[src/rtl/lpr_pkg.sv]
package lpr_pkg;
  localparam int LVL_W      = 12;
  localparam int CH_PER_DEV = 16;

  typedef enum logic [2:0] {
    ST_BOOT,
    ST_CAPT,
    ST_SHIFT,
    ST_GAP,
    ST_LOAD,
    ST_HOLD,
    ST_RUN
  } seq_state_t;
endpackage

[src/rtl/lpr_level_store.sv]
module lpr_level_store
  import lpr_pkg::*;
#(
  parameter int NUM_CH = 32,
  parameter int IDX_W  = 6
) (
  input  logic                      clk,
  input  logic                      rst,
  input  logic                      wr_en,
  input  logic [IDX_W-1:0]          wr_idx,
  input  logic [LVL_W-1:0]          wr_val,
  input  logic                      capture,
  input  logic [$clog2(NUM_CH)-1:0] rd_idx,
  output logic [LVL_W-1:0]          rd_val
);
  localparam int CH_W = $clog2(NUM_CH);
  localparam logic [IDX_W-1:0] CH_LIM = IDX_W'(NUM_CH);

  logic [LVL_W-1:0]        live_q [NUM_CH];
  logic [NUM_CH*LVL_W-1:0] snap_q;
  logic                    wr_ok;

  assign wr_ok = wr_en && (wr_idx < CH_LIM);

  // live array takes host writes; the snapshot is the frame source
  always_ff @(posedge clk) begin
    if (rst) begin
      for (int i = 0; i < NUM_CH; i++) live_q[i] <= '0;
      snap_q <= '0;
    end else begin
      if (capture) begin
        for (int i = 0; i < NUM_CH; i++) snap_q[i*LVL_W +: LVL_W] <= live_q[i];
      end
      if (wr_ok) live_q[wr_idx[CH_W-1:0]] <= wr_val;
    end
  end

  assign rd_val = snap_q[rd_idx*LVL_W +: LVL_W];

  AST_SNAP_HOLD: assert property (@(posedge clk) disable iff (rst)
    !capture |=> $stable(snap_q));
endmodule

[src/rtl/lpr_shifter.sv]
module lpr_shifter
  import lpr_pkg::*;
#(
  parameter int NUM_CH   = 32,
  parameter int SCK_HALF = 2,
  parameter int CLR_BITS = 400
) (
  input  logic                      clk,
  input  logic                      rst,
  input  logic                      start,
  input  logic                      zero_fill,
  output logic [$clog2(NUM_CH)-1:0] rd_idx,
  input  logic [LVL_W-1:0]          rd_val,
  output logic                      busy,
  output logic                      done,
  output logic                      sck_o,
  output logic                      sdo_o
);
  localparam int FRAME_BITS = NUM_CH * LVL_W;
  localparam int MAX_BITS   = (CLR_BITS > FRAME_BITS) ? CLR_BITS : FRAME_BITS;
  localparam int CNT_W      = $clog2(MAX_BITS);
  localparam int CH_W       = $clog2(NUM_CH);
  localparam int BIT_W      = $clog2(LVL_W);
  localparam int HC_W       = $clog2(SCK_HALF);

  logic             busy_q, hi_q, zero_q, sck_q, sdo_q, done_q;
  logic [HC_W-1:0]  hc_q;
  logic [CNT_W-1:0] left_q;
  logic [CH_W-1:0]  ch_q;
  logic [BIT_W-1:0] bit_q;
  logic             half_end, cur_bit;

  assign half_end = (hc_q == HC_W'(SCK_HALF - 1));
  assign cur_bit  = zero_q ? 1'b0 : rd_val[bit_q];
  assign rd_idx   = ch_q;

  always_ff @(posedge clk) begin
    if (rst) begin
      busy_q <= 1'b0; hi_q <= 1'b0; zero_q <= 1'b0;
      sck_q  <= 1'b0; sdo_q <= 1'b0; done_q <= 1'b0;
      hc_q <= '0; left_q <= '0; ch_q <= '0; bit_q <= '0;
    end else begin
      done_q <= 1'b0;
      if (start && !busy_q) begin
        busy_q <= 1'b1;
        hi_q   <= 1'b0;
        hc_q   <= '0;
        sck_q  <= 1'b0;
        zero_q <= zero_fill;
        ch_q   <= CH_W'(NUM_CH - 1);
        bit_q  <= BIT_W'(LVL_W - 1);
        left_q <= zero_fill ? CNT_W'(CLR_BITS - 1) : CNT_W'(FRAME_BITS - 1);
      end else if (busy_q) begin
        // new data one clock into the low half
        if (!hi_q && hc_q == '0) sdo_q <= cur_bit;
        if (half_end) begin
          hc_q <= '0;
          if (!hi_q) begin
            hi_q  <= 1'b1;
            sck_q <= 1'b1;
          end else begin
            hi_q  <= 1'b0;
            sck_q <= 1'b0;
            if (left_q == '0) begin
              busy_q <= 1'b0;
              done_q <= 1'b1;
            end else begin
              left_q <= left_q - 1'b1;
              if (bit_q == '0) begin
                bit_q <= BIT_W'(LVL_W - 1);
                ch_q  <= ch_q - 1'b1;
              end else begin
                bit_q <= bit_q - 1'b1;
              end
            end
          end
        end else begin
          hc_q <= hc_q + 1'b1;
        end
      end
    end
  end

  assign busy  = busy_q;
  assign done  = done_q;
  assign sck_o = sck_q;
  assign sdo_o = sdo_q;

  AST_DATA_STEADY_HI: assert property (@(posedge clk) disable iff (rst)
    sck_q |-> $stable(sdo_q));
  AST_SCK_IDLE_LOW: assert property (@(posedge clk) disable iff (rst)
    done_q |-> !sck_q);
endmodule

[src/rtl/lpr_gs_timer.sv]
module lpr_gs_timer #(
  parameter int GS_DIV = 2,
  parameter int PERIOD = 4096
) (
  input  logic clk,
  input  logic rst,
  input  logic start,
  output logic gs_clk_o,
  output logic active_o,
  output logic done_o
);
  localparam int GSH   = GS_DIV / 2;
  localparam int DIV_W = $clog2(GS_DIV);
  localparam int CNT_W = $clog2(PERIOD);

  logic             act_q, gs_q, done_q;
  logic [DIV_W-1:0] div_q;
  logic [CNT_W-1:0] cnt_q;

  always_ff @(posedge clk) begin
    if (rst) begin
      act_q <= 1'b0; gs_q <= 1'b0; done_q <= 1'b0;
      div_q <= '0; cnt_q <= '0;
    end else begin
      done_q <= 1'b0;
      if (!act_q) begin
        gs_q  <= 1'b0;
        div_q <= '0;
        cnt_q <= '0;
        if (start) act_q <= 1'b1;
      end else begin
        gs_q <= (div_q < DIV_W'(GSH));
        if (div_q == DIV_W'(GS_DIV - 1)) begin
          div_q <= '0;
          if (cnt_q == CNT_W'(PERIOD - 1)) begin
            act_q  <= 1'b0;
            done_q <= 1'b1;
            gs_q   <= 1'b0;
            cnt_q  <= '0;
          end else begin
            cnt_q <= cnt_q + 1'b1;
          end
        end else begin
          div_q <= div_q + 1'b1;
        end
      end
    end
  end

  assign gs_clk_o = gs_q;
  assign active_o = act_q;
  assign done_o   = done_q;

  AST_GS_QUIET_IDLE: assert property (@(posedge clk) disable iff (rst)
    !act_q |=> !gs_q);
endmodule

[src/rtl/led_pwm_refresh.sv]
module led_pwm_refresh
  import lpr_pkg::*;
#(
  parameter int N_DEV       = 2,
  parameter int SCK_HALF    = 2,
  parameter int GS_DIV      = 2,
  parameter int PERIOD      = 4096,
  parameter int CLR_PER_DEV = 200
) (
  input  logic                                    clk,
  input  logic                                    rst,
  input  logic                                    wr_en,
  input  logic [$clog2(CH_PER_DEV*N_DEV+1)-1:0]   wr_idx,
  input  logic [LVL_W-1:0]                        wr_val,
  output logic                                    pwm_clk_o,
  output logic                                    outs_off_o,
  output logic                                    load_o,
  output logic                                    ser_clk_o,
  output logic                                    ser_dat_o
);
  localparam int NUM_CH   = CH_PER_DEV * N_DEV;
  localparam int IDX_W    = $clog2(NUM_CH + 1);
  localparam int CH_W     = $clog2(NUM_CH);
  localparam int CLR_BITS = CLR_PER_DEV * N_DEV;
  localparam int FIT_CYC  = PERIOD * GS_DIV / 4;

  seq_state_t        state;
  logic              off_q, load_q, boot_q;
  logic [31:0]       dark_cnt;
  logic              sh_start, sh_zero, sh_busy, sh_done, capture;
  logic              tmr_start, tmr_act, tmr_done;
  logic [CH_W-1:0]   rd_idx;
  logic [LVL_W-1:0]  rd_val;

  assign sh_start  = (state == ST_BOOT) || (state == ST_CAPT);
  assign sh_zero   = (state == ST_BOOT);
  assign capture   = (state == ST_CAPT);
  assign tmr_start = (state == ST_HOLD) && !boot_q;

  lpr_level_store #(.NUM_CH(NUM_CH), .IDX_W(IDX_W)) u_store (
    .clk(clk), .rst(rst), .wr_en(wr_en), .wr_idx(wr_idx), .wr_val(wr_val),
    .capture(capture), .rd_idx(rd_idx), .rd_val(rd_val)
  );

  lpr_shifter #(.NUM_CH(NUM_CH), .SCK_HALF(SCK_HALF), .CLR_BITS(CLR_BITS)) u_shift (
    .clk(clk), .rst(rst), .start(sh_start), .zero_fill(sh_zero),
    .rd_idx(rd_idx), .rd_val(rd_val), .busy(sh_busy), .done(sh_done),
    .sck_o(ser_clk_o), .sdo_o(ser_dat_o)
  );

  lpr_gs_timer #(.GS_DIV(GS_DIV), .PERIOD(PERIOD)) u_timer (
    .clk(clk), .rst(rst), .start(tmr_start),
    .gs_clk_o(pwm_clk_o), .active_o(tmr_act), .done_o(tmr_done)
  );

  always_ff @(posedge clk) begin
    if (rst) begin
      state    <= ST_BOOT;
      off_q    <= 1'b1;
      load_q   <= 1'b0;
      boot_q   <= 1'b1;
      dark_cnt <= '0;
    end else begin
      if (state == ST_CAPT) dark_cnt <= '0;
      else if (off_q)       dark_cnt <= dark_cnt + 1'b1;
      case (state)
        ST_BOOT:  state <= ST_SHIFT;
        ST_CAPT:  state <= ST_SHIFT;
        ST_SHIFT: if (sh_done) state <= ST_GAP;
        ST_GAP: begin
          load_q <= 1'b1;
          state  <= ST_LOAD;
        end
        ST_LOAD: begin
          load_q <= 1'b0;
          state  <= ST_HOLD;
        end
        ST_HOLD: begin
          if (boot_q) begin
            boot_q <= 1'b0;
            state  <= ST_CAPT;
          end else begin
            off_q <= 1'b0;
            state <= ST_RUN;
          end
        end
        ST_RUN: begin
          if (tmr_done) begin
            off_q <= 1'b1;
            state <= ST_CAPT;
          end
        end
        default: state <= ST_BOOT;
      endcase
    end
  end

  assign outs_off_o = off_q;
  assign load_o     = load_q;

  AST_LOAD_ONE_CLK: assert property (@(posedge clk) disable iff (rst)
    load_q |=> !load_q);
  AST_LOAD_WHILE_DARK: assert property (@(posedge clk) disable iff (rst)
    load_q |-> off_q);
  AST_LOAD_AFTER_SCK: assert property (@(posedge clk) disable iff (rst)
    load_q |-> (!ser_clk_o && !$past(ser_clk_o)));
  AST_LOAD_NOT_SHIFTING: assert property (@(posedge clk) disable iff (rst)
    load_q |-> !sh_busy);
  AST_GS_OFF_DARK: assert property (@(posedge clk) disable iff (rst)
    off_q |-> !pwm_clk_o);
  AST_RUN_TIMED: assert property (@(posedge clk) disable iff (rst)
    (state == ST_RUN) |-> (tmr_act || tmr_done));
  AST_FRAME_FITS: assert property (@(posedge clk) disable iff (rst)
    (state == ST_SHIFT && !boot_q) |-> (dark_cnt < 32'(FIT_CYC)));
endmodule

[config.mk]
export PLATFORM = sky130hd
export DESIGN_NAME = led_pwm_refresh
export DESIGN_NICKNAME = d
export VERILOG_FILES = /design/src/rtl/lpr_pkg.sv /design/src/rtl/lpr_level_store.sv /design/src/rtl/lpr_shifter.sv /design/src/rtl/lpr_gs_timer.sv /design/src/rtl/led_pwm_refresh.sv
export SDC_FILE = /design/constraint.sdc
export NUM_CORES = 1
export LEC_CHECK = 0
export BUFFER_PORTS_ARGS = -buffer_cell sky130_fd_sc_hd__buf_2
export CORE_MARGIN = 2
export CORE_UTILIZATION = 57
export CTS_CLUSTER_DIAMETER = 80
export DETAILED_ROUTE_END_ITERATION = 10
export GPL_ROUTABILITY_DRIVEN = 0
export PLACE_DENSITY_LB_ADDON = 0.25
export SLEW_MARGIN = 20
export SYNTH_ARGS = -nofsm -noshare
export SYNTH_HDL_FRONTEND = slang
export SYNTH_SLANG_ARGS = --single-unit
[constraint.sdc]
create_clock -name clk -period 5.9 [get_ports clk]
set_input_delay 0.295 -clock clk [delete_from_list [all_inputs] [get_ports clk]]
set_output_delay 0.295 -clock clk [all_outputs]
set_load 0.005 [all_outputs]
* Yosys cells after proc, flatten, opt, wreduce, memory -nomap -nowiden
Memories as Yosys holds them, arrays and structs flattened. A register that Yosys moved wholly into a read port is not among the register bits.
Cells that the tools add are included.
Widths: inputs -> output; s select.
** Storage, ports and cells
- Register bits after elaboration :: 46
- Bits in writable memories :: 384
- Input port bits :: 21
- Output and inout port bits :: 5
- Memories kept :: 1
** Cells by class
- $add $sub $neg :: 6
- Multiply operators :: 1
- $lt $le $gt $ge :: 3
- Equality and inequality tests :: 11
- Shift-type cells :: 1
- Muxes and demuxes :: 53
- Bitwise logic cells :: 7
- Reduce and logical (&&, ||, !) cells :: 31
** Memories
- u_store.live_q :: words 32, bits a word 12, rd ports 32, clocked after Yosys merged registers in 32, wr ports 32, RTL line lpr_level_store.sv:19 : logic [LVL_W-1:0] live_q [NUM_CH];
** Operators with widths (count)
- $shiftx 384x10->12 :: 1
- $mux 9 :: 5
- $mux 5 :: 7
- $mux 1 :: 25
- $mux 12 :: 2
- $mux 4 :: 6
- $pmux 3 s6 :: 1
- $add 12x1->12 const B :: 1
- $eq 12x12->1 const B :: 1
- $reduce_bool 2->1 :: 6
- $reduce_or 12->1 :: 1
- $eq 3x3->1 const B :: 3
- $logic_not 9->1 :: 1
- $mux 3 :: 3
- $sub 9x1->9 const B :: 1
- $mux 8 :: 1
- $reduce_and 4->1 :: 2
- $mul 5x2->7 const B :: 1
- $not 1->1 :: 7
- $eq 3x2->1 const B :: 2
- $lt 6x6->1 const B :: 1
- $ne 2x1->1 const B :: 3
- $reduce_and 3->1 :: 2
- $reduce_or 2->1 :: 3
- other kinds (18) :: 27

* Logic depth before layout (Yosys ltp)
Gate-level depths: netlist of run 1.
- Depth in word-level cells :: 7
- Mapped depth :: 11

* Cells and area by module
A second synthesis of run 1 with hierarchy kept.
** Second synthesis, totals
- Cell total of the unflattened synthesis :: 2836
- Area, all modules :: 33891.3 um^2
** By module, submodules not included
- lpr_level_store :: instances 1, cells each 2584, area an instance 31634.1 um^2, seq. area each 19218.4 um^2
- lpr_shifter :: instances 1, cells each 142, area an instance 1255.0 um^2, seq. area each 480.5 um^2
- lpr_gs_timer :: instances 1, cells each 71, area an instance 683.2 um^2, seq. area each 320.3 um^2
- led_pwm_refresh :: instances 1, cells each 39, area an instance 319.1 um^2, seq. area each 120.1 um^2

* Least setup slack after synthesis of run 1
OpenSTA, ideal clock, no wires.
- Kind :: register to register
- Start point :: register u_shift.ch_q[1] (netlist: u_shift.rd_idx[1])
- End point :: register u_shift.sdo_q (netlist: u_shift.sdo_o)
- Setup time :: 0.123 ns
- Data arrival time :: 1.903 ns
- Setup slack :: 3.874 ns
- Cell stages (with the launch flop) :: 8
- Buffers on the path :: 2
- Clock period less this slack :: 2.026 ns
- Cells stage by stage :: dfxtp_1 buf_4 buf_6 mux4_2 mux4_2 a21oi_1 and3_1 o32ai_1
** Between the ends
- Cells in the longest elaborated chain, start to end :: 5
** Ends and longest elaborated chain
- start: declaration :: RTL line lpr_shifter.sv:29 : logic [CH_W-1:0] ch_q;
- start signal: assignment :: RTL line lpr_shifter.sv:50 : ch_q <= CH_W'(NUM_CH - 1);
- start signal: assignment :: RTL line lpr_shifter.sv:71 : ch_q <= ch_q - 1'b1;
- $mul 5x2->7 :: RTL line lpr_level_store.sv:38 : assign rd_val = snap_q[rd_idx*LVL_W +: LVL_W];
- $shiftx 384x10->12 :: RTL line lpr_level_store.sv:38
- $bmux 1 s4 :: RTL line lpr_shifter.sv:34 : assign cur_bit = zero_q ? 1'b0 : rd_val[bit_q];
- $mux 1 (not written as such) :: RTL line lpr_shifter.sv:34
- $mux 1 :: RTL line lpr_shifter.sv:34
- end signal: assignment :: RTL line lpr_shifter.sv:55 : if (!hi_q && hc_q == '0) sdo_q <= cur_bit;
- end: declaration :: RTL line lpr_shifter.sv:26 : logic busy_q, hi_q, zero_q, sck_q, sdo_q, done_q;
Every way passes these cells. The select of a mux whose other input is x is not followed.
A chain may end at the register's enable or synchronous reset.

* Worst setup path in the final report of run 1
- Start point :: register u_shift.ch_q[3] (netlist: u_shift.rd_idx[3])
- End point :: register u_shift.sdo_q (netlist: u_shift.sdo_o)
Same word-level chain as after synthesis.

==> results of run 1 <==
cells by family (layout without fill, tap and decap cells):
group | count (synthesis) | count (layout) | share of synthesized area
AOI/OAI and AO/OA | 484 | 484 | 0.07817
xor gates and xnor gates | 23 | 23 | 0.006116
adders and majority gates | 4 | 4 | 0.001519
buffers and inverters | 262 | 207 | 0.03502
DFF | 814 | 814 | 0.6114
muxes | 113 | 113 | 0.07130
and+or+nand+nor | 1384 | 1384 | 0.1965
placed cells by master (no fill, tap or decap), types with 8 or more instances in the layout:
master       n
clkinv_2     9
nand2_1    799
a21oi_1    422
edfxtp_1   384
clkbuf_1    27
mux4_1      11
xor2_1      12
mux2i_1     19
a22oi_1     24
buf_4       18
and2_1     387
nor3_1      14
dfxtp_1    427
inv_1       12
clkinv_1     8
clkbuf_8     8
xnor2_1     11
clkbuf_16   82
or2_2       33
mux4_2      83
nor2_1      76
buf_2       24
nor2b_1      9
nand3_1     19
worst paths after layout:
check | to | start | cells past startpoint | slack, ns
worst min register to register | u_store.snap_q[314] | u_store.snap_q[314] | 2 | 0.45
worst max register to register | u_shift.sdo_o | u_shift.rd_idx[3] | 8 | 2.51
worst max-delay path | u_shift.sdo_o | u_shift.rd_idx[3] | 8 | 2.51
worst min-delay path | u_shift.left_q[8] | rst | 2 | 0.07
per-stage QoR:
stage            util  area (µm²)  worst slack [ns]  instances
2_1_floorplan       -       32940             3.874       3084
3_3_place_gp   0.5775       33130             2.592       3646
3_5_place_dp   0.5775       33130             2.574       3646
4_1_cts        0.6228       35730             2.635       3794
5_1_grt        0.6228       35730             2.384       3794
6_report       0.6228       35730             2.515       3794
worst max-delay path, stage by stage (launching register included):
cell and delay, ns:
dfxtp_2 0.53, buf_4 0.59, nor2b_1 0.86, a22oi_1 0.28, a21oi_1 0.47, a21oi_1 0.10
nand2_1 0.10, nand3_1 0.07, o32ai_1 0.27
flip-flops by register name (all words and copies together) (netlist names):
register	flops
boot_q	1
load_o	1
outs_off_o	1
state	3
u_shift.bit_q	4
u_shift.busy	1
u_shift.done	1
u_shift.half_end	1
u_shift.hi_q	1
u_shift.left_q	9
u_shift.rd_idx	5
u_shift.sdo_o	1
u_shift.zero_q	1
u_store.live_q	384
u_store.snap_q	384
u_timer.active_o	1
u_timer.cnt_q	12
u_timer.div_q	1
u_timer.done_o	1
u_timer.gs_clk_o	1
final cells by class:
type	instances	area, µm²
flip-flops and latches	814	20150
fillers	4477	21640
multi-input cells	2008	11660
clock inverters	30	325.3
well taps	765	957.2
repair buffers	45	310.3
inverters	14	52.55
clock buffers	118	2271
Yosys cell counts (3+ instances only):
cell | instances | area, µm²
a21oi_1 | 422 | 2112
xnor2_1 | 11 | 96.34
or2_2 | 33 | 206.5
mux2i_1 | 19 | 190.2
xor2_1 | 12 | 105.1
nor3b_1 | 3 | 22.52
nand3b_1 | 6 | 45.04
nor2b_1 | 9 | 56.30
a21o_1 | 4 | 30.03
buf_2 | 11 | 55.05
nand2_1 | 800 | 3003
buf_4 | 16 | 120.1
inv_1 | 12 | 45.04
mux4_2 | 83 | 1869
ha_1 | 4 | 50.05
buf_6 | 7 | 78.83
o2111ai_1 | 7 | 61.31
edfxtp_1 | 384 | 11530
clkbuf_1 | 204 | 765.7
nor3_1 | 14 | 70.07
nor2_1 | 77 | 289.0
dfxtp_1 | 430 | 8608
nor4_1 | 5 | 31.28
nand3_1 | 19 | 95.09
buf_1 | 6 | 22.52
or3_1 | 3 | 18.77
and2_1 | 387 | 2421
nand4_1 | 7 | 43.79
mux4_1 | 11 | 289.0
o21ai_0 | 7 | 35.03
a31oi_1 | 3 | 18.77
and3_1 | 7 | 43.79
a22oi_1 | 24 | 180.2
nand2b_1 | 7 | 43.79
power by group through the flow:
| stage | combinational, mW | clock, mW | sequential, mW |
|---|---|---|---|
| global route | 0.407 | 5.33 | 6.17 |
| floorplan | 0.294 | 0 | 6.21 |
| detailed placement | 0.382 | 0 | 6.28 |
| CTS | 0.383 | 5.10 | 6.16 |
| finish | 0.386 | 5.07 | 6.16 |
| global placement | 0.375 | 0 | 6.28 |
per-layer routing:
| metal | vias to the layer above | part of all wire |
|---|---|---|
| li1 | 10220 | - |
| met1 | 11020 | 0.42 |
| met2 | 994 | 0.46 |
| met3 | 153 | 0.093 |
| met4 | 2 | 0.029 |
| met5 | - | 0.00013 |
==> impl_metrics.toml, run 1 <==
[run_status]
status = "finished clean"

[pwr]
power_mw = 11.61
intPower_mw = 9.065
pwr-share-clk = 0.436
p_leak_nw = 11.84
p_sw_frac = 0.2195
p_seq_frac = 0.530
comb_power_share = 0.033
power_density_nw_per_um2 = 325.1
p_switching_mw = 2.549
vdd_ir_drop_max_mv = 0.2323

[clock_tree]
path_clk_slew_ns = 0.07
cts_made_buffers = 80
cts_tree = "yes"
holdBufCountCts = 0
worst_skew_pair.late_latency_ns = 0.63
cts_max_path_buffers = 3
htreeDepth = 3
cts_setup_buffers = 0
cts_resized = 0
clock-sinks = 814
cts-root-buf = "clkbuf_16"

[finish]
drive_above_1_share = 0.09475
final_nets = 2988
area_delta_synth_final_pct = 8.459
diodes = 0

[yosys]
synth_seq_area_share = 0.6114
synth_nets = 3109
ys_async_sr_fraction = 0
synth_ff_type = "dfxtp_1"
synth_edf_count = 384
synth_area_per_cell_um2 = 10.68
netlist_area_um2 = 32940
ys_warn_count = 0
synth_seq_cells = 814
synthCells = 3084
synth.distinct_cells = 58

[floorplanning]
core_um2 = 57370
num_io_pins = 26
die_h_um = 244.4
die_area_um2 = 59730
start_util = 0.5742
rows = 88
die_w_um = 244.4

[timing]
finalHoldViolCount = 0
hold_ws_ns = 0.06664
timing.final.crit_share = 0.5738
maxSlewViolCount = 0
max_freq_mhz = 295.4
min_period_ns = 3.385
finalSetupTns_ns = 0
slew_headroom = 0.2150
finalSetupViolations = 0
clock_skew_ns = 0.02348
rsz0062_at_grt = "false"
tightestPinTransition_ns = 1.178

[drt]
vias = 22390
viasPerCell = 5.901
ant_nets = 0
wl_um = 84860
drt_iter0_drc = 2631
drcViolationCount = 0
avgRoutedWirePerCell_um = 22.37
first_pass_iters = 5

[placed_design]
dp_hpwl_um = 50940
io_buffers = 25

[grt]
grt_overflow_total = 0
grtUsageMet1 = 0.4147
grt_pass1_wl_um = 130000
met3_usage = 0.05421
top_usage_layer = "met2"
antenna_found_initial = 6
grt_use_total = 0.2877
grt_pass1_vias = 21460
grt_max_degree = 241
met2_usage = 0.4421

[critical_path]
critPathKind = "reg -> reg"
required_ns = 6.44
start_kind = "register"
cp_max_fo = 42
cp.arrival_ns = 3.93
endpoint_kind = "register"

[min_path]
min_path_type = "in -> reg"

[job]
drv_cap = 0
Note: power is estimated with default switching activity, not from simulation.
==> run 2, diff against run 1 <==
- ABC_AREA: unset -> 1
- clock period: 5.9 -> 3 ns (I/O delays scaled with it)
==> impl_metrics.toml, run 2 <==
[run_status]
status = "finished clean"

[pwr]
vdd_ir_drop_max_mv = 0.5692
power_density_nw_per_um2 = 717.5
p_leak_nw = 14.42

[drt]
ant_nets = 0
vias = 26110
drcViolationCount = 0
drt_iter0_drc = 3482
wl_um = 88690
first_pass_iters = 6
avgRoutedWirePerCell_um = 19.85
viasPerCell = 5.846

[clock_tree]
holdBufCountCts = 0
cts_made_buffers = 82
htreeDepth = 3
worst_skew_pair.late_latency_ns = 0.63
path_clk_slew_ns = 0.06
cts_setup_buffers = 0
cts_resized = 0
clock-sinks = 814
cts_max_path_buffers = 3
cts-root-buf = "clkbuf_16"
cts_tree = "yes"

[timing]
min_period_ns = 2.454
finalSetupTns_ns = 0
tightestPinTransition_ns = 1.111
finalHoldViolCount = 0
max_freq_mhz = 407.5
maxSlewViolCount = 0
setup_ws_ns = 0.5458
rsz0062_at_grt = "false"
finalSetupViolations = 0
clock_skew_ns = 0.02605
slew_headroom = 0.2549
timing.final.crit_share = 0.8181

[min_path]
min_path_type = "in -> reg"

[finish]
final_common_cell = "nor2_1"
area_delta_synth_final_pct = 10.46
drive_above_1_share = 0.07222
fillers = 4706
reg.largest.list = "u_store.live_q: 384 flops, u_store.snap_q: 384 flops, u_timer.cnt_q: 12 flops"
final_cell_count_no_fill = 4467
layout_common_cells = "nor2_1 (1,239), nand2_1 (472), o21ai_0 (447)"
final_nets = 3669
diodes = 0

[floorplanning]
die_w_um = 243.0
num_io_pins = 26
rows = 87
die_area_um2 = 59050
start_util = 0.5775
core_um2 = 56390
die_h_um = 243.0

[yosys]
synth_area_per_cell_um2 = 8.744
ys_top_cells_by_area = "edfxtp_1 (35%), dfxtp_1 (26%), nor2_1 (14%), o21ai_0 (6.9%), nand2_1 (5.4%)"
synth_top_area_frac = 0.3541
netlist_area_um2 = 32560
ys_top_cells_by_count = "nor2_1 (1,240), nand2_1 (472), o21ai_0 (447)"
synth_simple_gate_area_share = 0.2456
synthCells = 3724
synth_nets = 3749
synth_top_family_by_area = "simple AND/OR/NAND/NOR gates"
synth_xor_area_frac = 0.002152
synth_seq_area_share = 0.6185
muxShareOfSynthArea = 0
synth_edf_count = 384
ys_warn_count = 0
synth_compound_area_frac = 0.08430
synthAdderAreaFrac = 0.001537
yosys.area.top_type = "edfxtp_1"
synth.distinct_cells = 41
synth.most_common_cell = "nor2_1"
synth_ff_type = "dfxtp_1"
synth_seq_cells = 814
ys_async_sr_fraction = 0

[critical_path]
slowest_delay_ns = 0.44
cp_cell_sequence = "buf_12, o21ai_0, o22ai_1, nand2_1, nand3_1, nand2_1, nand2_1, nand3_1, nand3_1, nand3_1, nand2_1, nand2_1, a21oi_2"
cp.arrival_ns = 3.02
start_kind = "register"
cp_max_fo = 117
cp.buffers_inverters = 1
required_ns = 3.57
crit_family = "simple AND/OR/NAND/NOR gates"
cpMaxStageDelayCell = "buf_12"
crit_top_cell = "nand2_1"
endpoint_kind = "register"
critPathKind = "reg -> reg"

[grt]
antenna_found_initial = 0
grt_pass1_vias = 24580
grt_pass1_wl_um = 138900
grt_max_degree = 163
grt_use_total = 0.2995
grt_overflow_total = 0

[job]
drv_cap = 0

[placed_design]
dp_hpwl_um = 50090
dp_worst_setup_slack_ns = 0.6755
io_buffers = 25
placed_cells = 4316
[run 2: final timing paths]
check | from | endpoint | slack, ns | cells after the start
max | u_shift.rd_idx[0] | u_shift.sdo_o | 0.55 | 13
min | rst | u_shift.done | 0.04 | 2
max reg2reg | u_shift.rd_idx[0] | u_shift.sdo_o | 0.55 | 13
min reg2reg | u_timer.active_o | u_timer.active_o | 0.45 | 1
[run 2: report_power, final]
part           internal, mW  switching [mW]  total, mW  leakage, nW
Combinational         0.774            2.09       2.86         5.94
Clock                  5.98            4.25       10.2         1.34
Sequential             12.4           0.362       12.7         7.15
Total                  19.1            6.70       25.8         14.4
[run 2: routing by layer]
layer	vias to the layer above	track usage	wire length, µm
met5	-	0	0
met4	0	0.1059	2566
met1	12570	0.4315	37760
met3	195	0.05119	8500
li1	12110	-	-
met2	1243	0.4586	39860
[run 2: cell type report]
class                      instances  area, µm²  share of cell area
timing repair buffer             121       1033             0.02873
clock buffer                     119       2439             0.06780
inverter                          62      255.2            0.007097
clock inverter                    32      256.5            0.007131
multi-input combinational       2563      10890              0.3028
sequential                       814      20150              0.5602
tap                              756      945.9             0.02630
[run 2: logic make-up after synthesis]
family | after synthesis
fa+ha+maj | 4
compound gates | 531
buf+inv | 347
xor+xnor | 8
simple gates | 2020
flops | 814
[run 2: per-stage QoR]
| stage | total power [mW] | utilization | hold slack (ns) | area (µm²) |
|---|---|---|---|---|
| final | 25.81 | 0.6379 | 0.04038 | 35970 |
| after global routing | 26.68 | 0.6379 | 0.03667 | 35970 |
| after CTS | 25.82 | 0.6379 | 0.01269 | 35970 |
| after detailed placement | 15.69 | 0.5901 | 0.4408 | 33270 |
| after global placement | 15.65 | 0.5901 | 0.4468 | 33270 |
| after floorplan | 14.73 | - | 0.2521 | 32560 |
